==> src/rtl/sixstep_pkg.sv <==
package sixstep_pkg;

  typedef enum logic [1:0] {
    LEG_OFF = 2'd0,
    LEG_LOW = 2'd1,
    LEG_PWM = 2'd2
  } legCmd_t;

  typedef struct packed {
    logic       valid;
    logic [1:0] chopLeg;
    logic [1:0] sinkLeg;
  } stepMap_t;

  // Strobes from control to datapath: one command per leg.
  typedef struct packed {
    legCmd_t [2:0] leg;
  } driveStrobe_t;

  // Forward-direction role map; legs 0=U, 1=V, 2=W.
  function automatic stepMap_t decodeStep(input logic [2:0] pos);
    stepMap_t m;
    m = '{valid: 1'b1, chopLeg: 2'd0, sinkLeg: 2'd1};
    case (pos)
      3'd1: begin m.chopLeg = 2'd0; m.sinkLeg = 2'd1; end
      3'd3: begin m.chopLeg = 2'd0; m.sinkLeg = 2'd2; end
      3'd2: begin m.chopLeg = 2'd1; m.sinkLeg = 2'd2; end
      3'd6: begin m.chopLeg = 2'd1; m.sinkLeg = 2'd0; end
      3'd4: begin m.chopLeg = 2'd2; m.sinkLeg = 2'd0; end
      3'd5: begin m.chopLeg = 2'd2; m.sinkLeg = 2'd1; end
      default: m.valid = 1'b0;
    endcase
    return m;
  endfunction

endpackage

==> src/rtl/sixstep_leg.sv <==
module sixstep_leg
  import sixstep_pkg::*;
#(
  parameter int DTW    = 5,
  parameter int DT_SAT = 24
) (
  input  logic           clk,
  input  logic           rstN,
  input  legCmd_t        cmd,
  input  logic           pwmOn,
  input  logic [DTW-1:0] deadCyc,
  output logic           gateHi,
  output logic           gateLo
);

  localparam logic [DTW-1:0] GAP_TOP = DTW'(DT_SAT);

  logic           wantHi, wantLo, hiNext, loNext;
  logic [DTW-1:0] offGap;

  always_comb begin
    wantHi = (cmd == LEG_PWM) && pwmOn;
    wantLo = (cmd == LEG_LOW) || ((cmd == LEG_PWM) && !pwmOn);
    hiNext = wantHi && !gateLo && (gateHi || (offGap >= deadCyc));
    loNext = wantLo && !gateHi && (gateLo || (offGap >= deadCyc));
  end

  always_ff @(posedge clk or negedge rstN) begin
    if (!rstN) begin
      gateHi <= 1'b0;
      gateLo <= 1'b0;
      offGap <= GAP_TOP;
    end else begin
      gateHi <= hiNext;
      gateLo <= loNext;
      if (hiNext || loNext)     offGap <= '0;
      else if (offGap != GAP_TOP) offGap <= offGap + 1'b1;
    end
  end

endmodule

==> src/rtl/sixstep_dp.sv <==
module sixstep_dp
  import sixstep_pkg::*;
#(
  parameter int DUTY_W   = 8,
  parameter int DUTY_MAX = 243,
  parameter int DTW      = 5,
  parameter int DT_SAT   = 24
) (
  input  logic              clk,
  input  logic              rstN,
  input  driveStrobe_t      strobe,
  input  logic [DUTY_W-1:0] duty,
  input  logic [DTW-1:0]    deadCyc,
  output logic [2:0]        gateHi,
  output logic [2:0]        gateLo
);

  localparam logic [DUTY_W-1:0] DUTY_CAP = DUTY_W'(DUTY_MAX);

  logic [DUTY_W-1:0] carrier;
  logic [DUTY_W-1:0] dutyEff;
  logic              pwmOn;

  always_ff @(posedge clk or negedge rstN) begin
    if (!rstN) carrier <= '0;
    else       carrier <= carrier + 1'b1;
  end

  always_comb begin
    dutyEff = (duty > DUTY_CAP) ? DUTY_CAP : duty;
    pwmOn   = carrier < dutyEff;
  end

  for (genvar g = 0; g < 3; g++) begin : g_leg
    sixstep_leg #(.DTW(DTW), .DT_SAT(DT_SAT)) u_leg (
      .clk     (clk),
      .rstN    (rstN),
      .cmd     (strobe.leg[g]),
      .pwmOn   (pwmOn),
      .deadCyc (deadCyc),
      .gateHi  (gateHi[g]),
      .gateLo  (gateLo[g])
    );
  end

endmodule

==> src/rtl/sixstep_ctrl.sv <==
module sixstep_ctrl
  import sixstep_pkg::*;
#(
  parameter int PRECHG_CYC = 100000,
  parameter int DT_SHORT   = 6,
  parameter int DT_MID     = 12,
  parameter int DT_LONG    = 24,
  parameter int DTW        = 5
) (
  input  logic           clk,
  input  logic           rstN,
  input  logic [2:0]     rotorPos,
  input  logic           dirRev,
  input  logic [1:0]     deadSel,
  input  logic           curLimit,
  input  logic           runEn,
  input  logic           freeRun,
  output driveStrobe_t   strobe,
  output logic [DTW-1:0] deadCyc
);

  localparam int PCW = $clog2(PRECHG_CYC + 1);

  logic           runQ;
  logic [PCW-1:0] pcCnt;
  logic           runRise, pcActive;
  stepMap_t       step;
  logic [1:0]     chopLeg, sinkLeg;

  assign runRise  = runEn && !runQ;
  assign pcActive = runRise || (pcCnt != '0);

  always_ff @(posedge clk or negedge rstN) begin
    if (!rstN) begin
      runQ  <= 1'b0;
      pcCnt <= '0;
    end else begin
      runQ <= runEn;
      if (!runEn)          pcCnt <= '0;
      else if (runRise)    pcCnt <= PCW'(PRECHG_CYC - 1);
      else if (pcCnt != 0) pcCnt <= pcCnt - 1'b1;
    end
  end

  always_comb begin
    case (deadSel)
      2'd0:    deadCyc = DTW'(DT_SHORT);
      2'd1:    deadCyc = DTW'(DT_MID);
      default: deadCyc = DTW'(DT_LONG);
    endcase
  end

  always_comb begin
    step    = decodeStep(rotorPos);
    chopLeg = dirRev ? step.sinkLeg : step.chopLeg;
    sinkLeg = dirRev ? step.chopLeg : step.sinkLeg;
    for (int i = 0; i < 3; i++) begin
      if (!runEn || freeRun)       strobe.leg[i] = LEG_OFF;
      else if (pcActive)           strobe.leg[i] = LEG_LOW;
      else if (!step.valid)        strobe.leg[i] = LEG_OFF;
      else if (2'(i) == chopLeg)   strobe.leg[i] = curLimit ? LEG_LOW : LEG_PWM;
      else if (2'(i) == sinkLeg)   strobe.leg[i] = LEG_LOW;
      else                         strobe.leg[i] = LEG_OFF;
    end
  end

endmodule

==> src/rtl/bldc_sixstep_drv.sv <==
module bldc_sixstep_drv
  import sixstep_pkg::*;
#(
  parameter int CLK_KHZ    = 250000,
  parameter int DUTY_W     = 8,
  parameter int DUTY_MAX   = 243,
  parameter int PRECHG_CYC = 100000,
  parameter int DT_SHORT   = 6,
  parameter int DT_MID     = 12,
  parameter int DT_LONG    = 24
) (
  input  logic              clk,
  input  logic              rstN,
  input  logic [2:0]        rotorPos,
  input  logic              dirRev,
  input  logic [DUTY_W-1:0] duty,
  input  logic [1:0]        deadSel,
  input  logic              curLimit,
  input  logic              runEn,
  input  logic              freeRun,
  output logic [2:0]        gateHi,
  output logic [2:0]        gateLo
);

  localparam int DT_SM  = (DT_SHORT > DT_MID) ? DT_SHORT : DT_MID;
  localparam int DT_SAT = (DT_SM > DT_LONG) ? DT_SM : DT_LONG;
  localparam int DTW    = $clog2(DT_SAT + 1);

  if (CLK_KHZ < 17 * (2 ** DUTY_W)) begin : g_slowCarrier
    $error("carrier below 17 kHz for this clock");
  end
  if ((3 * PRECHG_CYC < CLK_KHZ) || (2 * PRECHG_CYC > CLK_KHZ)) begin : g_badPrechg
    $error("precharge outside 0.333..0.5 ms");
  end

  driveStrobe_t   strobe;
  logic [DTW-1:0] deadCyc;

  sixstep_ctrl #(
    .PRECHG_CYC(PRECHG_CYC), .DT_SHORT(DT_SHORT), .DT_MID(DT_MID),
    .DT_LONG(DT_LONG), .DTW(DTW)
  ) u_ctrl (
    .clk(clk), .rstN(rstN), .rotorPos(rotorPos), .dirRev(dirRev),
    .deadSel(deadSel), .curLimit(curLimit), .runEn(runEn),
    .freeRun(freeRun), .strobe(strobe), .deadCyc(deadCyc)
  );

  sixstep_dp #(
    .DUTY_W(DUTY_W), .DUTY_MAX(DUTY_MAX), .DTW(DTW), .DT_SAT(DT_SAT)
  ) u_dp (
    .clk(clk), .rstN(rstN), .strobe(strobe), .duty(duty),
    .deadCyc(deadCyc), .gateHi(gateHi), .gateLo(gateLo)
  );

endmodule

==> config.mk <==
export PLATFORM = sky130hd
export DESIGN_NAME = bldc_sixstep_drv
export DESIGN_NICKNAME = d
export VERILOG_FILES = /design/src/rtl/sixstep_pkg.sv /design/src/rtl/sixstep_leg.sv /design/src/rtl/sixstep_dp.sv /design/src/rtl/sixstep_ctrl.sv /design/src/rtl/bldc_sixstep_drv.sv
export SDC_FILE = /design/constraint.sdc
export NUM_CORES = 1
export LEC_CHECK = 0
export ABC_AREA = 1
export BUFFER_PORTS_ARGS = -buffer_cell sky130_fd_sc_hd__buf_2
export CAP_MARGIN = 15
export CORE_MARGIN = 4
export CORE_UTILIZATION = 40
export CTS_CLUSTER_SIZE = 20
export DETAILED_ROUTE_END_ITERATION = 16
export SYNTH_ARGS = -nofsm -noshare
export SYNTH_HDL_FRONTEND = slang
export SYNTH_SLANG_ARGS = --single-unit
==> constraint.sdc <==
create_clock -name clk -period 3.9 [get_ports clk]
set_input_delay 0.39 -clock clk [delete_from_list [all_inputs] [get_ports clk]]
set_output_delay 0.39 -clock clk [all_outputs]
set_load 0.03 [all_outputs]
==> metrics, run 1 <==
status=finished clean; Post-CTS Setup Inserts=0; CP Capture Point=u_dp.g_leg[2].u_leg.offGap[0]; critical path startpoint=deadSel[1]; core area=about 7700 sq um; Worst-Skew Late Latency=roughly 300 ps; post-synthesis net count=454; slew margin rel.=62.9%; Die W=96.9 um; setup violators final=0; Tcrit/Tclk final=49.8%; Worst Path Required=4130 ps; Syn-to-layout area delta=9.94%; Die Y=96.9 um; capturing point of the worst reg2reg path=u_dp.g_leg[1].u_leg.offGap[1]; CTS Buf Count=5; largest net degree at the start of global routing=48; hold buffer count at CTS=0; Mapped Avg Cell Area=slightly below 8 sq um; type of the worst min-delay path=input pin to async pin; Root Buffer=clkbuf_8; most frequent cells after synthesis=nor2_1 (71), inv_1 (68), nand2_1 (65); Post-Syn Area=3160 sq um; CP delay by family, top=simple AND/OR/NAND/NOR gates; Main synth FF type=dfrtp_1; Simple-Gate Fraction of Synth Area=29.0%; final-report hold violation count=0; multiplexer share of the synthesized area=0%; worst path bufs/invs=2; Overall Global Routing Usage=13.4%; total number of vias=2492; PortBufs=24; synth warn=0; reg2reg setup slack=2040 ps; worst hold slack=72.8 ps; RSZ-0062 raised after global routing=no; Worst setup SP type=input pin; PostCTS Resize Cnt=0; HPWL Detailed=slightly below 5 mm; largest family of logic cells by synthesized area=simple AND/OR/NAND/NOR gates; Yosys top cell by area=dfrtp_1; GRT overflow=0; total power=1.67 mW; fin util=45.2%; Tmin final=1940 ps; Register-to-Register Path Depth=13; I/O pin count=25; Max Buffers Root-to-Sink=2; Compound-Gate Fraction of Synth Area=7.61%; die area=9380 sq um; synthesized flop and latch total=47; ant diodes=0; Achievable Freq=515 MHz; htree depth=2; xor/xnor cell area share of the yosys netlist=4.99%; maximum vdd drop=0.000193 V; CTS tree=done; CTS Sinks=47; first-pass GRT wire length=10.6 mm; Max Clock Skew=around 8.6 ps; setup tns final=0 ps; Static Leak=1.89 nW; Mapped Cells=407; EDFF count, synth=0; starting density of the core=41.1%; maxcap violations=0; Slew @ Worst Pin=556 ps; sequential area share after synthesis=37.5%; drt wl/cell=11.4 um; CP max stage delay=390 ps; critical path depth=12; Post-DRT Antenna Nets=0; layout cell share with drive strength beyond 1=15.9%; crit end category=flip-flop; Starting DRT DRC Count=92; routed vias/inst=4.65; top cells by area, synth=dfrtp_1 (32%), ha_1 (11%), nor2_1 (8.4%), inv_1 (8.1%), nand2_1 (7.7%); initial antenna violation count=0; crit path max fanout=6; adder-cell share of the synthesized area=11.1%; count leader, synth=nor2_1; Worst EP arrival=2170 ps; Final nets=480; Power Dens Cells=between 400 and 500 nW/um^2; fin. max-slew vios=0; crit path cell chain=buf_2 > nor2_1 > ha_1 > nand2_1 > inv_1 > nand4_1 > nand3_1 > or2_2 > nand2_1 > nand3b_1 > nand2_2 > nor2_1; Detailed Routing Iterations Pass 1=4; post-synth cell types=37; DRC viols=0; gpl congestion=0.777; CP Class=input pin to flip-flop; Crit Reg-Reg Startpoint=u_ctrl.pcCnt[0]; post-synth top area share=32.5%; Critical-path top delay cell=nor2_1; Rows=32; vias in the first global route=~2300; asr flop ratio synth=100%; clk slew on worst S/H paths=80 ps; drt total wl=about 6.1 mm
cell families (layout without fill, tap and decap cells):
family          Yosys count  count (layout)
xor+xnor                 18              18
simple gates            195             195
flops                    47              47
buf+inv                  76             103
fa+ha+maj                28              28
compound gates           43              43
worst min-delay path by stage:
| stage | startpoint | end | slack [ps] | depth (start not counted) |
|---|---|---|---|---|
| floorplan | rstN | u_ctrl.pcCnt[0] | 90 | 0 |
| global placement | u_dp.carrier[0] | u_dp.carrier[0] | 460 | 1 |
| detailed placement | u_dp.carrier[0] | u_dp.carrier[0] | 470 | 1 |
| CTS | runEn | u_ctrl.runQ | 280 | 1 |
| global route | rstN | u_dp.g_leg[2].u_leg.offGap[2] | 110 | 1 |
| finish | rstN | u_dp.g_leg[2].u_leg.offGap[0] | 70 | 1 |
power by group:
part / internal (mW) / total, mW / switching (mW)
Clock: 0.123 / 0.282 / 0.159
Sequential: 0.612 / 0.718 / 0.106
Combinational: 0.271 / 0.675 / 0.404
Total: 1.01 / 1.67 / 0.669
state kept, by name, indices dropped and copies added (netlist names):
name                     cells
u_dp.g_leg.u_leg.gateLo      3
u_dp.g_leg.u_leg.offGap     15
u_dp.g_leg.u_leg.gateHi      3
u_ctrl.runQ                  1
u_dp.carrier                 8
u_ctrl.pcCnt                17
layout by cell type, fill, tap and decap left out, drive strengths merged, types with 5 or more instances in the layout:
cell     n
ha      28
o21ai   15
nor2    81
xor2    15
clkbuf   5
dfrtp   41
nand3   18
nand4    7
nor3     7
dfstp    6
nand2   74
inv     69
a21oi   18
buf     25
layout make-up:
class | instances | area (sq um)
sequential | 47 | 1180
clock inverter | 3 | 15.0
fill | 805 | 4220
clock buffer | 5 | 68.8
multi-input combinational | 284 | 1670
inverter | 70 | 264
timing repair buffer | 25 | 148
tap | 102 | 128
layer usage:
metal | GRT usage (%) | up-vias | wire, um
met3 | 2.45 | 8 | 185
met5 | 0 | - | 0
met4 | 4.54 | 0 | 87
met1 | 18.0 | 1128 | 3030
li1 | - | 1332 | -
met2 | 21.8 | 24 | 2820
per-stage QoR:
step	std cells	instance area [sq um]	setup WS, ps
floorplan	407	3160	2050
global placement	527	3360	1720
detailed placement	527	3360	1650
CTS	535	3440	1960
global route	536	3470	1720
finish	536	3470	1960
worst reg2reg max path: stages (launching register included):
cell and delay (ps):
dfrtp_1 360, inv_1 120, ha_1 160, inv_1 80, nor3_4 200, nand4_4 130, nor2_2 120, nand2_1 70
inv_2 80, nand2_2 70, a21oi_2 130, nand2_2 80, nand2_4 100, nor2_2 40
(Power assumes the default switching activity.)
==> run 2, diff against run 1 <==
==> constraint.sdc (replaced) <==
create_clock -name clk -period 1.6 [get_ports clk]
set_input_delay 0.16 -clock clk [delete_from_list [all_inputs] [get_ports clk]]
set_output_delay 0.16 -clock clk [all_outputs]
set_load 0.03 [all_outputs]
==> metrics, run 2 (synthesis results as in run 1) <==
RSZ-0062 raised after global routing=yes; CP Class=flip-flop to flip-flop; drt total wl=7.33 mm; maxcap violations=0; starting density of the core=41.1%; vias in the first global route=about 2800; Detailed Routing Iterations Pass 1=4; largest net degree at the start of global routing=19; PortBufs=24; GRT overflow=0; Max Clock Skew=8.56 ps; layout cell share with drive strength beyond 1=between 30% and 40%; die area=9380 sq um; Worst Path Required=roughly 1800 ps; Achievable Freq=539 MHz; Final WS setup=-257 ps; Clock Power Share=15.2%; Slew @ Worst Pin=433 ps; crit path max fanout=5; failing checks=setup timing; total number of vias=2828; Area after DPL=3850 sq um; Net Sw Power=roughly 2.0 mW; Int Pwr=approximately 3 mW; Worst EP arrival=2060 ps; DRC viols=0; pre-CTS setup slack=-227 ps; most flop-heavy register=u_ctrl.pcCnt; fill count=710; Power Dens Cells=about 1100 nW/um^2; core area=7690 sq um; Starting DRT DRC Count=73; HPWL Detailed=5.65 mm; worst hold slack=about 180 ps; final instance area=4350 sq um; most frequent cells in the layout=buf_4 (65), nor2_1 (59), inv_1 (55); placed cell count=591; Static Leak=2.28 nW; clk slew on worst S/H paths=about 100 ps; crit end category=flip-flop; fin. max-slew vios=0; type of the worst min-delay path=input pin to flip-flop; final-report hold violation count=0; slew margin rel.=just over 70%; first-pass GRT wire length=12.2 mm; maximum vdd drop=0.000512 V; Comb pwr share=~51%; fin cells=610; Tmin final=1860 ps; Tcrit/Tclk final=116%; drt wl/cell=12.0 um; Worst setup SP type=flip-flop; gpl congestion=around 0.86; status=finished with violations; Post-DRT Antenna Nets=0; ant diodes=0; commonest non-fill, non-tap cell in the layout=buf_4; Root Buffer=clkbuf_8; Die W=96.9 um; Max Buffers Root-to-Sink=2; Syn-to-layout area delta=37.8%; Die Y=96.9 um; CTS Sinks=47; routed vias/inst=4.64; initial antenna violation count=0; Seq pwr share=roughly 34%; largest registers=u_ctrl.pcCnt x17, u_dp.g_leg.u_leg.offGap x15, u_dp.carrier x8; I/O pin count=25; CTS tree=done; setup violators final=34; max reg flops=17; Rows=32; CTS Buf Count=5; switching share of power=40.2%; Final nets=~550; htree depth=2; Worst-Skew Late Latency=310 ps; fin util=approximately 57%; Overall Global Routing Usage=around 16%
## run 2: cell type report
| type | instances | area, sq um | share of cell area, % |
|---|---|---|---|
| sequential | 47 | 1180 | 27.2 |
| clock inverter | 3 | 23.8 | 0.546 |
| inverter | 70 | 273 | 6.27 |
| timing repair buffer | 99 | 723 | 16.6 |
| tap | 102 | 128 | 2.93 |
| clock buffer | 5 | 68.8 | 1.58 |
| multi-input combinational | 284 | 1950 | 44.9 |
## run 2: routing by layer
metal  vias to the layer above  GRT usage (%)  part of all wire (%)
met1                      1307           20.4                    48
li1                       1477              -                     -
met2                        35           26.5                    49
met4                         0           4.21                   1.0
met3                         9           2.81                   2.4
met5                         -              0                     0
## run 2: power groups by stage
stage	combinational, mW	sequential (mW)	clock (mW)
CTS	2.33	1.68	0.776
floorplan	1.34	1.70	0
detailed placement	2.13	1.69	0
global route	2.88	1.73	0.833
finish	2.55	1.70	0.759
global placement	2.05	1.69	0
## run 2: final timing paths
kind / start / endpoint / slack, ps / cells past startpoint
setup / recovery: u_ctrl.pcCnt[12] / u_dp.g_leg[0].u_leg.offGap[0] / -260 / 11
hold / removal: curLimit / u_dp.g_leg[0].u_leg.gateHi / 180 / 4
setup reg to reg: u_ctrl.pcCnt[12] / u_dp.g_leg[0].u_leg.offGap[0] / -260 / 11
hold reg to reg: u_dp.carrier[0] / u_dp.carrier[0] / 480 / 1
max in group asynchronous: rstN / u_dp.g_leg[2].u_leg.offGap[3] / 630 / 3
min in group asynchronous: rstN / u_ctrl.pcCnt[1] / 330 / 2
## run 2: through the flow
step / setup TNS [ps] / total power [mW]
after floorplan: -35.4 / 3.04
after global placement: -3630 / 3.74
after detailed placement: -4810 / 3.82
after CTS: -2830 / 4.79
after global routing: -8380 / 5.44
final: -4090 / 5.00
## run 2: critical path, stage by stage, from the launching register on
cell	delay, ps
dfrtp_1	400
nor2_2	140
nand2_2	90
nor2_4	140
nand3_2	100
nor3_4	160
nand3b_1	150
nor2_2	160
buf_4	120
nand3_1	130
nand2_4	110
nor2_1	40
## run 2: repair_timing
| action | CTS | global route |
|---|---|---|
| setup endpoints to repair | 32 | 37 |
| resized for setup | 35 | 58 |
| hold endpoints to repair | 16 | 0 |
| buffers inserted | 7 | 5 |
| pin swaps | 11 | 18 |
| hold buffers | 1 | 0 |
